--- src/rtl/vpc_pkg.sv ---
package vpc_pkg;
  localparam int SVR_EN_BIT   = 8;
  localparam int SVR_DEOI_BIT = 12;
  localparam logic [15:0] SVR_KEEP  = 16'h11FF;
  localparam logic [15:0] SVR_RESET = 16'h00FF;

  typedef enum logic [1:0] {
    SEL_TPR = 2'd0,
    SEL_SVR = 2'd1,
    SEL_PPR = 2'd2,
    SEL_NIL = 2'd3
  } reg_sel_e;
endpackage

--- src/rtl/vpc_hi_find.sv ---
module vpc_hi_find #(
  parameter int NUM_BITS = 256,
  parameter int WORD_W   = 32
) (
  input  logic [NUM_BITS-1:0]         bits,
  output logic                        any,
  output logic [$clog2(NUM_BITS)-1:0] idx
);
  localparam int NUM_WORDS = NUM_BITS / WORD_W;
  localparam int IDX_W     = $clog2(NUM_BITS);
  localparam int BIT_W     = $clog2(WORD_W);

  logic [NUM_WORDS-1:0] w_any;
  logic [BIT_W-1:0]     w_idx [NUM_WORDS];

  for (genvar w = 0; w < NUM_WORDS; w++) begin : g_word
    logic [WORD_W-1:0] word;
    assign word     = bits[w*WORD_W +: WORD_W];
    assign w_any[w] = |word;
    always_comb begin
      w_idx[w] = '0;
      for (int b = 0; b < WORD_W; b++)
        if (word[b]) w_idx[w] = BIT_W'(b);
    end
  end

  always_comb begin
    any = 1'b0;
    idx = '0;
    for (int w = 0; w < NUM_WORDS; w++) begin
      if (w_any[w]) begin
        any = 1'b1;
        idx = IDX_W'(w * WORD_W) + IDX_W'(w_idx[w]);
      end
    end
  end
endmodule

--- src/rtl/vpc_ppr_calc.sv ---
module vpc_ppr_calc #(
  parameter int VEC_W = 8
) (
  input  logic             clk,
  input  logic             rst_n,
  input  logic [VEC_W-1:0] tpr,
  input  logic             isr_any,
  input  logic [VEC_W-1:0] isr_hi,
  output logic [VEC_W-1:0] ppr
);
  localparam int CLS_W = 4;
  localparam int SUB_W = VEC_W - CLS_W;

  logic [CLS_W-1:0] tpr_cls, isr_cls;

  assign tpr_cls = tpr[VEC_W-1 -: CLS_W];
  assign isr_cls = isr_any ? isr_hi[VEC_W-1 -: CLS_W] : '0;
  assign ppr     = (tpr_cls >= isr_cls) ? tpr : {isr_cls, {SUB_W{1'b0}}};

  AST_PPR_FLOOR: assert property (@(posedge clk) disable iff (!rst_n)
    (ppr >= tpr) && (!isr_any || ppr[VEC_W-1 -: CLS_W] >= isr_hi[VEC_W-1 -: CLS_W]));
endmodule

--- src/rtl/vec_prio_core.sv ---
module vec_prio_core
  import vpc_pkg::*;
#(
  parameter int NUM_VEC = 256,
  parameter int WORD_W  = 32
) (
  input  logic                       clk,
  input  logic                       rst_n,
  input  logic                       req_valid,
  output logic                       req_ready,
  input  logic [$clog2(NUM_VEC)-1:0] req_vector,
  input  logic                       req_level,
  input  logic                       ack_strobe,
  output logic                       ack_valid,
  output logic [$clog2(NUM_VEC)-1:0] ack_vector,
  output logic                       ack_spurious,
  output logic                       ack_none,
  input  logic                       eoi_strobe,
  output logic                       beoi_valid,
  output logic [$clog2(NUM_VEC)-1:0] beoi_vector,
  output logic                       irq,
  input  logic                       reg_wr,
  input  logic [1:0]                 reg_sel,
  input  logic [15:0]                reg_wdata,
  output logic [15:0]                reg_rdata
);
  localparam int VEC_W = $clog2(NUM_VEC);
  localparam int CLS_W = 4;

  logic [NUM_VEC-1:0] irr_q, isr_q, tmr_q;
  logic [NUM_VEC-1:0] irr_n, isr_n, tmr_n;
  logic [VEC_W-1:0]   tpr_q;
  logic [15:0]        svr_q;

  logic             irr_any, isr_any;
  logic [VEC_W-1:0] irr_hi, isr_hi, ppr;
  logic             enabled, held, grant_ok, beoi_fire;

  vpc_hi_find #(.NUM_BITS(NUM_VEC), .WORD_W(WORD_W)) u_irr_find (
    .bits(irr_q), .any(irr_any), .idx(irr_hi));
  vpc_hi_find #(.NUM_BITS(NUM_VEC), .WORD_W(WORD_W)) u_isr_find (
    .bits(isr_q), .any(isr_any), .idx(isr_hi));
  vpc_ppr_calc #(.VEC_W(VEC_W)) u_ppr (
    .clk(clk), .rst_n(rst_n), .tpr(tpr_q), .isr_any(isr_any),
    .isr_hi(isr_hi), .ppr(ppr));

  assign req_ready = 1'b1;
  assign enabled   = svr_q[SVR_EN_BIT];
  assign held      = (ppr != '0) &&
                     (irr_hi[VEC_W-1 -: CLS_W] <= ppr[VEC_W-1 -: CLS_W]);
  assign grant_ok  = enabled && irr_any && !held;
  assign irq       = grant_ok;

  // Next state: request first, then acknowledge, then end of interrupt.
  always_comb begin
    irr_n = irr_q;
    isr_n = isr_q;
    tmr_n = tmr_q;
    if (req_valid) begin
      irr_n[req_vector] = 1'b1;
      tmr_n[req_vector] = req_level;
    end
    if (ack_strobe && grant_ok) begin
      irr_n[irr_hi] = 1'b0;
      isr_n[irr_hi] = 1'b1;
    end
    if (eoi_strobe && isr_any) isr_n[isr_hi] = 1'b0;
    beoi_fire = eoi_strobe && isr_any && tmr_n[isr_hi] && !svr_q[SVR_DEOI_BIT];
  end

  always_ff @(posedge clk) begin
    if (!rst_n) begin
      irr_q        <= '0;
      isr_q        <= '0;
      tmr_q        <= '0;
      tpr_q        <= '0;
      svr_q        <= SVR_RESET;
      ack_valid    <= 1'b0;
      ack_vector   <= '0;
      ack_spurious <= 1'b0;
      ack_none     <= 1'b0;
      beoi_valid   <= 1'b0;
      beoi_vector  <= '0;
    end else begin
      irr_q <= irr_n;
      isr_q <= isr_n;
      tmr_q <= tmr_n;
      if (reg_wr && reg_sel == SEL_TPR) tpr_q <= reg_wdata[VEC_W-1:0];
      if (reg_wr && reg_sel == SEL_SVR) svr_q <= reg_wdata & SVR_KEEP;
      ack_valid    <= ack_strobe;
      ack_none     <= ack_strobe && !(enabled && irr_any);
      ack_spurious <= ack_strobe && enabled && irr_any && held;
      ack_vector   <= (ack_strobe && enabled && irr_any && held) ?
                      svr_q[VEC_W-1:0] : ((ack_strobe && grant_ok) ? irr_hi : '0);
      beoi_valid   <= beoi_fire;
      beoi_vector  <= beoi_fire ? isr_hi : '0;
    end
  end

  always_comb begin
    case (reg_sel)
      SEL_TPR: reg_rdata = 16'(tpr_q);
      SEL_SVR: reg_rdata = svr_q;
      SEL_PPR: reg_rdata = 16'(ppr);
      default: reg_rdata = '0;
    endcase
  end

  AST_REQ_SETS: assert property (@(posedge clk) disable iff (!rst_n)
    (req_valid && !ack_strobe) |=> irr_q[$past(req_vector)]);
  AST_GRANT_IN_SERVICE: assert property (@(posedge clk) disable iff (!rst_n)
    (ack_valid && !ack_spurious && !ack_none) |-> isr_q[ack_vector]);
  AST_ACK_EXCLUSIVE: assert property (@(posedge clk) disable iff (!rst_n)
    ack_valid |-> !(ack_spurious && ack_none));
  AST_IRQ_DISABLED: assert property (@(posedge clk) disable iff (!rst_n)
    !svr_q[SVR_EN_BIT] |-> !irq);
  AST_BEOI_DIRECTED: assert property (@(posedge clk) disable iff (!rst_n)
    (eoi_strobe && svr_q[SVR_DEOI_BIT]) |=> !beoi_valid);
  AST_EOI_EMPTY: assert property (@(posedge clk) disable iff (!rst_n)
    (eoi_strobe && !isr_any) |=> !beoi_valid);
  AST_SVR_KEEP: assert property (@(posedge clk) disable iff (!rst_n)
    (reg_wr && reg_sel == SEL_SVR) |=> svr_q == ($past(reg_wdata) & SVR_KEEP));
endmodule

--- config.mk ---
export PLATFORM = sky130hd
export DESIGN_NAME = vec_prio_core
export DESIGN_NICKNAME = d
export VERILOG_FILES = /design/src/rtl/vpc_pkg.sv /design/src/rtl/vpc_hi_find.sv /design/src/rtl/vpc_ppr_calc.sv /design/src/rtl/vec_prio_core.sv
export SDC_FILE = /design/constraint.sdc
export NUM_CORES = 2
export LEC_CHECK = 0
export BUFFER_PORTS_ARGS = -buffer_cell sky130_fd_sc_hd__buf_2
export CAP_MARGIN = 25
export CORE_MARGIN = 1
export CORE_UTILIZATION = 40
export CTS_CLUSTER_SIZE = 14
export DETAILED_ROUTE_END_ITERATION = 16
export HOLD_SLACK_MARGIN = 0.05
export MAX_ROUTING_LAYER = met4
export SETUP_SLACK_MARGIN = 0.4
export SYNTH_ARGS = -nofsm -noshare
export SYNTH_HDL_FRONTEND = slang
export SYNTH_HIERARCHICAL = 1
export SYNTH_SLANG_ARGS = --single-unit
--- constraint.sdc ---
create_clock -name clk -period 8.4 [get_ports clk]
set_clock_uncertainty 0.15 [all_clocks]
set_input_delay 0 -clock clk [delete_from_list [all_inputs] [get_ports clk]]
set_output_delay 0 -clock clk [all_outputs]
set_load 0.05 [all_outputs]
==> results_tabular.tex <==
\begin{tabular}{lr}
\hline
Metric & Value \\
\hline
\multicolumn{2}{l}{\textbf{Run status}} \\
\quad Result of the run & finished clean \\
\multicolumn{2}{l}{\textbf{GRT}} \\
\quad Wire length of the first global-routing pass & 275 mm \\
\quad Leftover overflow at the end of global routing & 0 \\
\quad Vias in the first global route & approximately 37k \\
\quad Antenna violations before repair & 7 \\
\quad Total routing resource utilization after global routing & 38.2\% \\
\quad Pin count of the biggest net entering global routing & 246 \\
\multicolumn{2}{l}{\textbf{Clocking}} \\
\quad Clock sinks & approximately 800 \\
\quad Max Buffers Root-to-Sink & 3 \\
\quad CTS Buf Count & 93 \\
\quad CTS tree & yes \\
\quad Clock transition at path regs & 0.06 ns \\
\quad Deepest level of the CTS H-tree & 3 \\
\quad CTS root buf & sky130\_fd\_sc\_hd\_\_clkbuf\_16 \\
\quad Clock network latency to the later pin of the worst-skew pair & 0.69 ns \\
\quad PostCTS Resize Cnt & 0 \\
\quad Number of buffers inserted by post-CTS setup repair & 0 \\
\quad Number of hold buffers added after cts & 59 \\
\multicolumn{2}{l}{\textbf{Power and ir drop}} \\
\quad Share of power burned in registers & about 44\% \\
\quad Combinational cell fraction of total power & a little over 8\% \\
\quad Total power per unit cell area & roughly 190 nW/µm² \\
\quad IR drop worst, VDD & 146 µV \\
\quad Pleak & 0.0167 µW \\
\quad Part of the power in the clock network & approximately 48\% \\
\quad Internal power summed over all cells & 6370 µW \\
\quad Switching power summed over all nets & 2310 µW \\
\quad Net switching fraction of the power & about a quarter \\
\multicolumn{2}{l}{\textbf{Timing}} \\
\quad Final Setup Violations & 0 \\
\quad Slew headroom & between 10\% and 20\% \\
\quad Final Hold Slack & around 0.11 ns \\
\quad Setup TNS & 0 ns \\
\quad Achievable Freq & 126 MHz \\
\quad PnR worst setup slack & between 0.4 and 0.5 ns \\
\quad Post-route minimum period & 7.93 ns \\
\quad Slew at the pin closest to its max-slew limit & 1.21 ns \\
\quad Final period util & 94.4\% \\
\quad Number of hold violations in the final report & 0 \\
\quad RSZ-0062 raised after global routing & false \\
\quad Slew Limit Fails & 0 \\
\multicolumn{2}{l}{\textbf{Route}} \\
\quad Wirelength per Cell & 31.3 µm \\
\quad Number of remaining DRC errors & 0 \\
\quad Router iterations before antenna repair & 6 \\
\quad Drt total wl & about 200 mm \\
\quad Total vias in the final route & 41.3k \\
\quad Count of nets left with antenna violations after detail routing & 0 \\
\quad Drt initial violations & around 6.0k \\
\quad Vias per Instance & 6.60 \\
\multicolumn{2}{l}{\textbf{Logic synthesis}} \\
\quad Part of the Yosys area used for sequential elements & 40.1\% \\
\quad Primary flip-flop cell chosen by synthesis mapping & sky130\_fd\_sc\_hd\_\_dfxtp\_1 \\
\quad Asr flop ratio synth & 0\% \\
\quad Average instance area after synthesis & roughly 8.3 µm² \\
\quad Number of cells produced by synthesis & 4846 \\
\quad Synthesized area & around 40000 µm² \\
\quad Synthesis-stage register bit count & between 800 and 900 \\
\quad Number of enable-type register cells in the synthesized netlist & 0 \\
\quad Synthesis warning total & 6 \\
\quad Number of distinct standard cells referenced by the synthesized netlist & 98 \\
\multicolumn{2}{l}{\textbf{Place}} \\
\quad Input/output buffers & 57 \\
\quad HPWL after detailed placement & about 130 mm \\
\quad Placer congestion estimate & 1.07 \\
\quad Post-Place Setup Slack & 0.933 ns \\
\multicolumn{2}{l}{\textbf{Worst setup path}} \\
\quad Worst EP required & 8.77 ns \\
\quad Launching instance or port of the critical path & isr\_q[69] \\
\quad R2r startpoint & isr\_q[69] \\
\quad Largest driver fanout on the critical path & 12 \\
\quad CP endpoint & beoi\_vector[5] \\
\quad Number of cells traversed by the worst register-to-register path & 21 \\
\quad Worst Path Class, Setup & reg2reg \\
\quad Data arrival, critical path & 8.30 ns \\
\quad Startpoint kind of the worst setup timing path & flop \\
\quad Critical path capture point type & flop \\
\quad Setup slack on the worst flop-to-flop path & 0.47 ns \\
\quad Worst R2R End & beoi\_vector[5] \\
\multicolumn{2}{l}{\textbf{Hold path}} \\
\quad Startpoint of the worst hold path & req\_vector[4] \\
\quad Type of the tightest min-delay check & in2reg \\
\multicolumn{2}{l}{\textbf{Floorplanning}} \\
\quad I/O pins & 71 \\
\quad Number of rows in the core area & 116 \\
\quad Die X & about 320 µm \\
\quad Initial core utilization & between 40\% and 50\% \\
\quad Height of the die & 319 µm \\
\quad Placeable core region & 99900 µm² \\
\quad Die area & 102000 µm² \\
\multicolumn{2}{l}{\textbf{Layout}} \\
\quad Share of layout cells above drive strength 1 & between 10\% and 20\% \\
\quad Final nets & 4930 \\
\quad Area added between synthesis and finish & 14.1\% \\
\multicolumn{2}{l}{\textbf{Job}} \\
\quad Max-Cap Viols & 0 \\
\hline
\end{tabular}
## layout by cell type (no fill, tap or decap), types with 57 or more instances in the layout
cell / Yosys / routed
sky130_fd_sc_hd__a21oi_1: 103 / 103
sky130_fd_sc_hd__and2_1: 66 / 66
sky130_fd_sc_hd__buf_2: 42 / 57
sky130_fd_sc_hd__buf_4: 14 / 167
sky130_fd_sc_hd__clkbuf_16: 0 / 93
sky130_fd_sc_hd__dfxtp_1: 806 / 806
sky130_fd_sc_hd__dlygate4sd3_1: 0 / 59
sky130_fd_sc_hd__inv_1: 119 / 119
sky130_fd_sc_hd__mux2i_1: 190 / 190
sky130_fd_sc_hd__nand2_1: 212 / 196
sky130_fd_sc_hd__nand3_1: 81 / 75
sky130_fd_sc_hd__nor2_1: 925 / 923
sky130_fd_sc_hd__nor2b_1: 208 / 208
sky130_fd_sc_hd__nor3_1: 168 / 166
sky130_fd_sc_hd__nor4_1: 164 / 163
sky130_fd_sc_hd__o21ai_0: 402 / 401
sky130_fd_sc_hd__o221a_2: 258 / 258
sky130_fd_sc_hd__o31ai_1: 99 / 99
## synthesized netlist by cell type (25+ instances only)
master	count	share of area, %
sky130_fd_sc_hd__a21boi_0	49	0.91
sky130_fd_sc_hd__a21oi_1	103	1.3
sky130_fd_sc_hd__a211oi_1	35	0.65
sky130_fd_sc_hd__nand2b_1	31	0.48
sky130_fd_sc_hd__nand4_1	46	0.71
sky130_fd_sc_hd__o21a_1	25	0.47
sky130_fd_sc_hd__buf_1	32	0.30
sky130_fd_sc_hd__nand2_1	212	2.0
sky130_fd_sc_hd__o21ai_0	402	5.0
sky130_fd_sc_hd__clkbuf_1	257	2.4
sky130_fd_sc_hd__inv_1	119	1.1
sky130_fd_sc_hd__nor2_1	925	8.6
sky130_fd_sc_hd__o221a_2	258	7.2
sky130_fd_sc_hd__or4_1	40	0.75
sky130_fd_sc_hd__nor2b_1	208	3.2
sky130_fd_sc_hd__dfxtp_1	806	40
sky130_fd_sc_hd__o31ai_1	99	1.8
sky130_fd_sc_hd__nand3_1	81	1.0
sky130_fd_sc_hd__nor3_1	168	2.1
sky130_fd_sc_hd__and2_1	66	1.0
sky130_fd_sc_hd__buf_2	42	0.52
sky130_fd_sc_hd__a22o_1	25	0.54
sky130_fd_sc_hd__nor4_1	164	2.5
sky130_fd_sc_hd__o211ai_1	40	0.75
sky130_fd_sc_hd__mux2i_1	190	4.7
## final cells by class
cell class                 instances  area (µm²)
tap                             1298        1620
fill                            9723       53900
clock inverter                    25         267
inverter                         119         447
timing repair buffer             294        2350
multi-input combinational       3575       22300
sequential                       806       16100
clock buffer                     138        2750
antenna                           10        25.0
## cell families (layout without fill, tap and decap cells)
family | Yosys count | count (layout) | share of synthesized area, %
adders and majority gates | 8 | 8 | 0.249
xor gates and xnor gates | 1 | 1 | 0.0218
buffers and inverters | 470 | 576 | 4.75
and+or+nand+nor | 2051 | 2051 | 25.2
other | 2 | 17 | 0.0187
DFF | 806 | 806 | 40.1
AOI/OAI and AO/OA | 1303 | 1303 | 24.4
muxes | 205 | 205 | 5.26
## through the flow
stage                     util, %  total power [µW]  std cells  area [µm²]
after detailed placement     42.3              4570       6028       42300
after global routing         46.0              8860       6264       45900
final                        46.0              8690       6265       45900
after global placement       42.2              4560       6024       42200
after floorplan                 -              4250       4851       40300
after CTS                    45.9              8640       6250       45900
## state kept, by name, indices dropped and copies added (netlist names)
name and cells:
beoi_valid 1, svr_q 10, irr_q 256, ack_none 1
tpr_q 8, ack_spurious 1, tmr_q 256, ack_vector 8
ack_valid 1, isr_q 256, beoi_vector 8
## how the worst min path moves through the flow
stage          depth (start not counted)         to  slack, ns
2_1_floorplan                          2   svr_q[0]      -0.03
3_3_place_gp                           3   svr_q[3]       0.08
3_5_place_dp                           3   svr_q[5]       0.08
4_1_cts                                6  tmr_q[48]       0.07
5_1_grt                                6  tmr_q[48]       0.16
6_report                               6  tmr_q[48]       0.11
## per-layer routing
metal / vias up / global-route usage [%] / part of all wire, %
li1: 18054 / - / -
met1: 19754 / 48.9 / 39
met2: 2809 / 53.3 / 41
met3: 710 / 9.57 / 12
met4: 0 / 23.7 / 7.3
met5: - / - / 0
## power by group through the flow
stage	Clock, µW	Combinational (µW)	Sequential [µW]
after floorplan	0	331	3920
after global placement	0	642	3920
after detailed placement	0	647	3920
after CTS	4130	666	3840
after global routing	4310	703	3840
final	4130	715	3840
## worst max-delay path, cell delays in order, from the launching register on
cell and delay, ns:
sky130_fd_sc_hd__dfxtp_1 0.34, sky130_fd_sc_hd__nor4_1 0.66, sky130_fd_sc_hd__nand4_1 0.49, sky130_fd_sc_hd__nor4_1 0.69, sky130_fd_sc_hd__nand3_1 0.21, sky130_fd_sc_hd__a31oi_1 0.74, sky130_fd_sc_hd__o311ai_1 0.19, sky130_fd_sc_hd__buf_4 0.21
sky130_fd_sc_hd__nand3_1 0.52, sky130_fd_sc_hd__buf_4 0.29, sky130_fd_sc_hd__nand2b_1 0.26, sky130_fd_sc_hd__nor2_2 0.95, sky130_fd_sc_hd__o211ai_1 0.19, sky130_fd_sc_hd__o2111ai_1 0.14, sky130_fd_sc_hd__nor4_1 0.08, sky130_fd_sc_hd__buf_4 0.17
sky130_fd_sc_hd__a221oi_1 0.36, sky130_fd_sc_hd__a311oi_1 0.11, sky130_fd_sc_hd__buf_4 0.18, sky130_fd_sc_hd__o311ai_2 0.48, sky130_fd_sc_hd__buf_4 0.25, sky130_fd_sc_hd__nor2_1 0.05
(Power assumes the default switching activity.)
